[config.mk]
export PLATFORM = sky130hd
export DESIGN_NAME = i2c_addr_filter
export DESIGN_NICKNAME = d
export VERILOG_FILES = /design/src/rtl/i2c_af_pkg.sv /design/src/rtl/i2c_af_cmp.sv /design/src/rtl/i2c_af_seq.sv /design/src/rtl/i2c_af_out.sv /design/src/rtl/i2c_addr_filter.sv
export SDC_FILE = /design/constraint.sdc
export NUM_CORES = 1
export LEC_CHECK = 0
export BUFFER_PORTS_ARGS = -buffer_cell sky130_fd_sc_hd__buf_4
export CORE_AREA = 2 2 39 41
export DETAILED_ROUTE_END_ITERATION = 7
export DIE_AREA = 0 0 41 43
export GPL_TIMING_DRIVEN = 0
export PLACE_DENSITY = 0.9
export SETUP_SLACK_MARGIN = 0.1
export SLEW_MARGIN = 20
export SYNTH_ARGS = -nofsm -noshare
export SYNTH_HDL_FRONTEND = slang
export SYNTH_SLANG_ARGS = --single-unit
[constraint.sdc]
create_clock -name clk -period 3.4 [get_ports clk]
set_clock_uncertainty 0.2 [all_clocks]
set_input_delay 0.17 -clock clk [delete_from_list [all_inputs] [get_ports clk]]
set_output_delay 0.17 -clock clk [all_outputs]
set_load 0.01 [all_outputs]
[src/rtl/i2c_af_pkg.sv]
package i2c_af_pkg;

  typedef enum logic [1:0] {
    AF_IDLE   = 2'd0,
    AF_FIRST  = 2'd1,
    AF_SECOND = 2'd2,
    AF_DATA   = 2'd3
  } af_state_e;

endpackage

[src/rtl/i2c_af_cmp.sv]
module i2c_af_cmp #(
  parameter int BYTE_W = 8
) (
  input  logic [BYTE_W-1:0] byte_i,
  input  logic [BYTE_W-2:0] own_hi_i,
  input  logic              rw_cmp_i,
  input  logic [BYTE_W-1:0] own_lo_i,
  output logic              hit_hi_o,
  output logic              rw_eq_o,
  output logic              hit_lo_o,
  output logic              rw_o
);

  localparam int HI_W = BYTE_W - 1;

  function automatic logic [HI_W-1:0] hi_field(input logic [BYTE_W-1:0] b);
    return b[BYTE_W-1:1];
  endfunction

  function automatic logic rw_field(input logic [BYTE_W-1:0] b);
    return b[0];
  endfunction

  logic [BYTE_W-1:0] lo_eq;

  genvar gi;
  generate
    for (gi = 0; gi < BYTE_W; gi++) begin : g_lo_bit
      assign lo_eq[gi] = ~(byte_i[gi] ^ own_lo_i[gi]);
    end
  endgenerate

  assign hit_hi_o = (hi_field(byte_i) == own_hi_i);
  assign rw_o     = rw_field(byte_i);
  assign rw_eq_o  = (rw_field(byte_i) == rw_cmp_i);
  assign hit_lo_o = &lo_eq;

endmodule

[src/rtl/i2c_af_seq.sv]
module i2c_af_seq
  import i2c_af_pkg::*;
(
  input  logic clk,
  input  logic rst_n,
  input  logic ten_bit_i,
  input  logic start_i,
  input  logic restart_i,
  input  logic stop_i,
  input  logic byte_vld_i,
  input  logic hit_hi_i,
  input  logic rw_eq_i,
  input  logic hit_lo_i,
  input  logic rw_i,
  output logic acc7_o,
  output logic acc10a_o,
  output logic acc10b_o,
  output logic accrd_o,
  output logic clr_o
);

  af_state_e st_q, st_d;
  logic wr_ok_q;
  logic rd_arm_q;
  logic any_start;
  logic take;
  logic in_first;
  logic reject;

  assign any_start = start_i | restart_i;
  assign clr_o     = any_start | stop_i;
  assign take      = byte_vld_i & ~clr_o;
  assign in_first  = take & (st_q == AF_FIRST);

  assign acc7_o   = in_first & ~ten_bit_i & hit_hi_i;
  assign accrd_o  = in_first & ten_bit_i & rd_arm_q & hit_hi_i & rw_i;
  assign acc10a_o = in_first & ten_bit_i & ~accrd_o & hit_hi_i & rw_eq_i;
  assign acc10b_o = take & (st_q == AF_SECOND) & hit_lo_i;
  assign reject   = take & ((st_q == AF_FIRST) | (st_q == AF_SECOND))
                  & ~(acc7_o | accrd_o | acc10a_o | acc10b_o);

  always_comb begin
    st_d = st_q;
    if (any_start)                          st_d = AF_FIRST;
    else if (stop_i)                        st_d = AF_IDLE;
    else if (acc7_o | accrd_o | acc10b_o)   st_d = AF_DATA;
    else if (acc10a_o)                      st_d = AF_SECOND;
    else if (reject)                        st_d = AF_IDLE;
  end

  always_ff @(posedge clk or negedge rst_n) begin
    if (!rst_n) begin
      st_q     <= AF_IDLE;
      wr_ok_q  <= 1'b0;
      rd_arm_q <= 1'b0;
    end else begin
      st_q <= st_d;
      if (stop_i | start_i)  wr_ok_q <= 1'b0;
      else if (acc10b_o)     wr_ok_q <= 1'b1;
      if (stop_i | start_i)  rd_arm_q <= 1'b0;
      else if (restart_i)    rd_arm_q <= wr_ok_q;
      else if (in_first)     rd_arm_q <= 1'b0;
    end
  end

endmodule

[src/rtl/i2c_af_out.sv]
module i2c_af_out (
  input  logic clk,
  input  logic rst_n,
  input  logic clr_i,
  input  logic acc7_i,
  input  logic acc10a_i,
  input  logic acc10b_i,
  input  logic accrd_i,
  input  logic rw_i,
  output logic match_o,
  output logic dir_rd_o,
  output logic ack_req_o
);

  always_ff @(posedge clk or negedge rst_n) begin
    if (!rst_n) begin
      match_o   <= 1'b0;
      dir_rd_o  <= 1'b0;
      ack_req_o <= 1'b0;
    end else begin
      ack_req_o <= acc7_i | acc10a_i | acc10b_i | accrd_i;
      if (clr_i) begin
        match_o  <= 1'b0;
        dir_rd_o <= 1'b0;
      end else begin
        if (acc7_i | acc10b_i | accrd_i) match_o <= 1'b1;
        if (acc7_i | acc10a_i)           dir_rd_o <= rw_i;
        else if (accrd_i)                dir_rd_o <= 1'b1;
      end
    end
  end

endmodule

[src/rtl/i2c_addr_filter.sv]
module i2c_addr_filter #(
  parameter int BYTE_W = 8
) (
  input  logic              clk,
  input  logic              rst_n,
  input  logic              ten_bit_i,
  input  logic [BYTE_W-2:0] own_hi_i,
  input  logic              rw_cmp_i,
  input  logic [BYTE_W-1:0] own_lo_i,
  input  logic              start_i,
  input  logic              restart_i,
  input  logic              stop_i,
  input  logic              byte_vld_i,
  input  logic [BYTE_W-1:0] byte_i,
  output logic              match_o,
  output logic              dir_rd_o,
  output logic              ack_req_o
);

  logic ev_hit_hi, ev_rw_eq, ev_hit_lo, ev_rw;
  logic ev_acc7, ev_acc10a, ev_acc10b, ev_accrd, ev_clr;

  i2c_af_cmp #(.BYTE_W(BYTE_W)) u_cmp (
    .byte_i   (byte_i),
    .own_hi_i (own_hi_i),
    .rw_cmp_i (rw_cmp_i),
    .own_lo_i (own_lo_i),
    .hit_hi_o (ev_hit_hi),
    .rw_eq_o  (ev_rw_eq),
    .hit_lo_o (ev_hit_lo),
    .rw_o     (ev_rw)
  );

  i2c_af_seq u_seq (
    .clk        (clk),
    .rst_n      (rst_n),
    .ten_bit_i  (ten_bit_i),
    .start_i    (start_i),
    .restart_i  (restart_i),
    .stop_i     (stop_i),
    .byte_vld_i (byte_vld_i),
    .hit_hi_i   (ev_hit_hi),
    .rw_eq_i    (ev_rw_eq),
    .hit_lo_i   (ev_hit_lo),
    .rw_i       (ev_rw),
    .acc7_o     (ev_acc7),
    .acc10a_o   (ev_acc10a),
    .acc10b_o   (ev_acc10b),
    .accrd_o    (ev_accrd),
    .clr_o      (ev_clr)
  );

  i2c_af_out u_out (
    .clk       (clk),
    .rst_n     (rst_n),
    .clr_i     (ev_clr),
    .acc7_i    (ev_acc7),
    .acc10a_i  (ev_acc10a),
    .acc10b_i  (ev_acc10b),
    .accrd_i   (ev_accrd),
    .rw_i      (ev_rw),
    .match_o   (match_o),
    .dir_rd_o  (dir_rd_o),
    .ack_req_o (ack_req_o)
  );

endmodule

==> metrics.cfg, run 1 <==
[finish]
multi_input_area_um2 = 370
nets = 138
area_growth_syn_to_layout_pct = 59.6
final_common_cell = buf_4
drive_gt1_frac = 0.394
fin_cells = 120
final_area_um2 = 895
ff_latch_area_um2 = 175
antenna_cells = 0
layout_common_cells = buf_4 (33), xnor2_1 (12), dfrtp_1 (7)
fillers = 114

[cts]
ctsRootBufferMaster = clkbuf_4
cts_hold_buf = 4
clock_path_buffers = 2
worstSkewPairLatency_ns = 0.25
cts_tree = done
cts.clk_slew.worst_paths_ns = 0.05
numCtsBuffers = 3
cts_sinks = 7
cts_resized = 0
cts-htree-levels = 1
postCtsSetupRepairBufs = 0

[route]
wirelength_um = 1430
routedWlPerCell_um = 11.9
first_iter_violations = 14
dr.pass1.iters = 4
drtAntennaViolNets = 0
viasPerCell = 5.13
vias = 616
drc = 0

[pwr]
p_clk_frac = 0.327
power_frac_comb = 0.293
seq_power_share = 0.380
power_density_mw_per_mm2 = 249
power_switching_mw = 0.0536
switching_share = 0.240
ir_drop_uv = 330
power.leakage_nw = 0.402
p_int_mw = 0.169

[critical_path]
cpPeakStageDelay_ns = 0.59
required_ns = 3.33
arrival_ns = 2.40
worst-path-max-fanout = 5
setup.worst_path.start_class = primary input
endpoint_kind = flip-flop
crit_slowest_cell = or4b_4
critPathTopFamily = simple AND/OR/NAND/NOR gates
cp_cell_sequence = dlygate4sd3_1 -> buf_4 -> nor3_1 -> nand2_1 -> or4b_4 -> a311oi_2 -> o21ai_1
worst-path-buf-inv = 2
path_class = in2reg

[grt]
grt_pass1_vias = 613
grtUsageTotal = 0.183
grt_remaining_overflow = 0
antenna_found_initial = 0
grt_pass1_wl_um = 2230
grt_max_degree = 8

[run]
maxCapViolations = 0

[timing]
slew_viol_final = 0
rsz0062_at_grt = false
worst_pin_slew_ns = 0.738
setup_slack_ns = 0.931
post-route-period-util = 0.726
hold_viol = 0
fin_crit_ns = 2.47
fin_setup_tns_ns = 0
holdWs_ns = 0.0559
slew_headroom = 0.495
finalSetupViolations = 0
fmax_mhz = 405

[yosys]
syn_inst = 63
synth_top_cell_area_share = 0.313
synth.area.top_cells = dfrtp_1 (31%), xnor2_1 (19%), nor3_1 (5.4%)
synth_flop_cell = dfrtp_1
synth_fp_nets = 96
syn_area_um2 = 561
yosysWarnings = 0
synthArstFlopShare = 1.00
ys_types = 25
synth_area_leader_cell = dfrtp_1
ys_ff_latch = 7
synth_edf_count = 0
seq_area_frac_synth = 0.313
syn_area_per_cell_um2 = 8.90

[placement]
dp_slack_ns = 1.13
dpl-instance-area_um2 = 828
io_buffers = 33
gp_congestion = 0.841
dp.cells = 112
hpwl_um = 1130

[die]
die_w_um = 41
die_h_um = 43
io_pins = 34
start_util = 0.405
dieArea_mm2 = 0.00176
core_area_mm2 = 0.00138
rows = 14

[min_path]
worstHoldPathType = in2async

[outcome]
status = finished, final reports clean

==> power by group through the flow <==
stage	clock network [mW]	registers [mW]	logic [mW]
after CTS	0.0755	0.0846	0.0657
after global routing	0.0825	0.0847	0.0719
after global placement	0	0.0860	0.0612
after floorplan	0	0.0860	0.0245
final	0.0729	0.0847	0.0653
after detailed placement	0	0.0861	0.0626
==> state kept, by name, indices dropped and copies added (netlist names) <==
signal / count
u_out.ack_req_o: 1
u_out.match_o: 1
u_seq.st_q: 2
u_out.dir_rd_o: 1
u_seq.wr_ok_q: 1
u_seq.rd_arm_q: 1
==> cells by family after synthesis <==
kind of cell	share of synthesized area
AOI/OAI and AO/OA	0.105
DFF	0.313
xor gates and xnor gates	0.234
buffers and inverters	0.0268
and+or+nand+nor	0.277
adders and majority gates	0.0446
==> metrics by stage <==
stage | power (mW) | utilization
2_1_floorplan | 0.110 | -
3_3_place_gp | 0.147 | 0.599
3_5_place_dp | 0.149 | 0.599
4_1_cts | 0.226 | 0.646
5_1_grt | 0.239 | 0.646
6_report | 0.223 | 0.646
==> cell usage after synthesis (2+ instances only) <==
cell	count
dfrtp_1	7
ha_1	2
nor3_1	6
a21oi_1	2
nand2_1	6
xnor2_1	12
nand4_1	2
nand3_1	2
inv_1	4
xor2_1	3
nor2_1	3
==> final cells by class <==
class	instances	share of cell area
inverters	4	0.0168
flip-flops and latches	7	0.196
repair buffers	37	0.322
clock buffers	4	0.0294
well taps	16	0.0224
multi-input cells	52	0.414
==> path summary, 6_finish.rpt <==
| path | slack (ns) | to | cells after the start | start |
|---|---|---|---|---|
| worst min-delay path | 0.06 | u_out.dir_rd_o$_DFFE_PN0P_ | 2 | rst_n |
| min in group clk | 0.06 | u_out.match_o$_DFFE_PN0P_ | 3 | restart_i |
| worst max-delay path | 0.93 | u_seq.st_q[0]$_DFFE_PN0P_ | 7 | stop_i |
| max in group asynchronous | 2.81 | u_seq.wr_ok_q$_DFFE_PN0P_ | 2 | rst_n |
| worst max register to register | 1.12 | u_seq.st_q[0]$_DFFE_PN0P_ | 7 | u_seq.st_q[1]$_DFFE_PN0P_ |
| worst min register to register | 0.32 | u_out.match_o$_DFFE_PN0P_ | 2 | u_out.match_o$_DFFE_PN0P_ |
==> per-layer routing <==
metal,part of all wire,track usage,up-vias
li1,-,-,304
met1,0.37,0.209,272
met2,0.51,0.306,36
met3,0.090,0.0628,4
met4,0.025,0.0533,0
met5,0,0,-
Power figures use the tool's default switching activity.
==> inputs of run 2 (changes only) <==
Settings changed: CORE_AREA 2 2 39 41 to unset, CORE_MARGIN set to 2, CORE_UTILIZATION set to 41, DIE_AREA 0 0 41 43 to unset, PLACE_DENSITY 0.9 to 0.89.
Clock period 3.4 ns to 2.6 ns, I/O delays scaled along.
==> run 2 against run 1 <==
Net effect: total power rose by 31%; routed wire length rose by 0.21%; global-route usage rose by 3.7 points; utilization rose by 4.6 points; cell count fell by 1.7%; sequential share of layout area rose by 0.11 points; final area fell by 0.56%; worst hold slack got worse by 0.024 ns; register-to-register slack got worse by 0.81 ns; worst setup slack got worse by 0.62 ns; non-clock buffer count fell by 1; largest cell class unchanged.
==> metrics.cfg, run 2 (synthesized netlist as in run 1, its figures left out) <==
[outcome]
status = finished, final reports clean

[route]
viasPerCell = 5.21  ; +1.5%
routedWlPerCell_um = 12.1  ; +1.9%
first_iter_violations = 10  ; -4
drc = 0  ; unchanged
wirelength_um = 1430  ; +0.21%
vias = 615  ; -0.16%
dr.pass1.iters = 4  ; unchanged
drtAntennaViolNets = 0  ; unchanged

[cts]
postCtsSetupRepairBufs = 0  ; unchanged
cts_tree = done
cts.clk_slew.worst_paths_ns = 0.05  ; about the same
numCtsBuffers = 3  ; unchanged
ctsRootBufferMaster = clkbuf_4
worstSkewPairLatency_ns = 0.25  ; about the same
clock_path_buffers = 2  ; unchanged
cts_sinks = 7  ; unchanged
cts-htree-levels = 1  ; unchanged

[finish]
final_common_cell = buf_4
final_area_um2 = 890  ; -0.56%
layout_common_cells = buf_4 (33), xnor2_1 (12), dfrtp_1 (7)
antenna_cells = 0  ; unchanged
largest_register_ffs = 2  ; unchanged
area_growth_syn_to_layout_pct = 58.7
fin_util = 0.692  ; +0.0458
regMostFlops = u_seq.st_q
drive_gt1_frac = 0.408  ; +0.0135
nets = 137  ; -0.72%
fin_cells = 118  ; -1.7%

[critical_path]
reg2reg_slack_ns = 0.31  ; -0.81 ns
r2r-start = u_seq.st_q[1]$_DFFE_PN0P_
setup.worst_path.start_class = flip-flop
worst-path-max-fanout = 5  ; unchanged
endpoint_kind = flip-flop
rr_worst_depth = 7  ; unchanged
arrival_ns = 2.22  ; -0.18 ns
worstReg2RegEnd = u_seq.st_q[0]$_DFFE_PN0P_
path_class = reg2reg
required_ns = 2.53  ; -0.80 ns

[timing]
fmax_mhz = 437
finalSetupViolations = 0  ; unchanged
slew_headroom = 0.571  ; +0.0756
slew_viol_final = 0  ; unchanged
fin_crit_ns = 2.29
rsz0062_at_grt = false
worst_pin_slew_ns = 0.643  ; -0.0959 ns
post-route-period-util = 0.881
hold_viol = 0  ; unchanged
fin_setup_tns_ns = 0  ; unchanged
holdWs_ns = 0.0323  ; -0.0236 ns

[pwr]
power.leakage_nw = 0.396  ; -1.5%
power_density_mw_per_mm2 = 328  ; +32%
ir_drop_uv = 327  ; -1.0%

[placement]
hpwl_um = 1220  ; +7.8%
io_buffers = 33  ; unchanged
gp_congestion = 0.845  ; +0.48%
dp.cells = 111  ; -0.89%
dpl-instance-area_um2 = 827  ; -0.15%

[die]
die_w_um = 41.0  ; about the same
core_area_mm2 = 0.00128  ; -7.1%
start_util = 0.436  ; +0.0312
rows = 13  ; -1
dieArea_mm2 = 0.00168  ; -4.8%
io_pins = 34  ; unchanged
die_h_um = 41.0  ; -4.7%

[run]
maxCapViolations = 0  ; unchanged

[grt]
grt_remaining_overflow = 0  ; unchanged
grt_pass1_vias = 591  ; -3.6%
antenna_found_initial = 0  ; unchanged
grtUsageTotal = 0.220  ; +0.0366
grt_max_degree = 8  ; unchanged
grt_pass1_wl_um = 2370  ; +6.2%

[min_path]
worstHoldPathType = in2async

-- run 2: changes by cell type in the layout (fill, tap and decap cells not counted) --
cell           previous run  this run
a2111oi_1                 0         1
nor3_1                    6         5
a2111oi_0                 1         0
dlygate4sd3_1             4         3
nor3_2                    0         1
-- run 2: per-layer routing --
metal,track usage,share of wire,up-vias
li1,-,-,303
met2,0.391,0.54,15
met5,0,0,-
met4,0.0583,0.012,0
met1,0.232,0.39,295
met3,0.0978,0.055,2
-- run 2: how the worst max path moves through the flow --
stage,startpoint,to,cells after the start
CTS,stop_i,u_seq.st_q[0]$_DFFE_PN0P_,7
floorplan,u_seq.st_q[1]$_DFFE_PN0P_,u_seq.st_q[0]$_DFFE_PN0P_,7
detailed placement,u_seq.st_q[1]$_DFFE_PN0P_,u_out.match_o$_DFFE_PN0P_,7
global placement,u_seq.st_q[1]$_DFFE_PN0P_,u_seq.st_q[0]$_DFFE_PN0P_,7
finish,u_seq.st_q[1]$_DFFE_PN0P_,u_seq.st_q[0]$_DFFE_PN0P_,7
global route,stop_i,u_seq.st_q[0]$_DFFE_PN0P_,7
-- run 2: power by group --
part | leakage, nW | internal (mW) | switching, mW
combinational | 0.287 | 0.0531 | 0.0329
sequential | 0.0941 | 0.110 | 0.000558
clock | 0.0150 | 0.0584 | 0.0370
total | 0.396 | 0.222 | 0.0705
-- run 2: area by class of cell --
class	count	area [um^2]
fill	106	395
multi-input combinational	52	377
timing repair buffer	36	278
sequential	7	175
clock buffer	4	26.3
tap	15	18.8
inverter	4	15.0
-- run 2: metrics by stage --
| step | setup WS [ns] | total power [mW] |
|---|---|---|
| after detailed placement | 0.284 | 0.194 |
| final | 0.309 | 0.292 |
| after CTS | 0.149 | 0.297 |
| after floorplan | 0.435 | 0.144 |
| after global routing | 0.196 | 0.313 |
| after global placement | 0.311 | 0.192 |
-- run 2: what timing repair did --
item,in CTS,in global routing
resized for setup,0,2
setup endpoints to repair,0,3
hold buffers,3,0
hold endpoints to repair,9,0
-- run 2: critical path: stages (launching register included) --
cell      delay, ns
dfrtp_1        0.39
inv_1          0.06
ha_1           0.13
nand2_1        0.08
or4_4          0.44
or4b_4         0.54
a311oi_2       0.25
o21ai_1        0.09
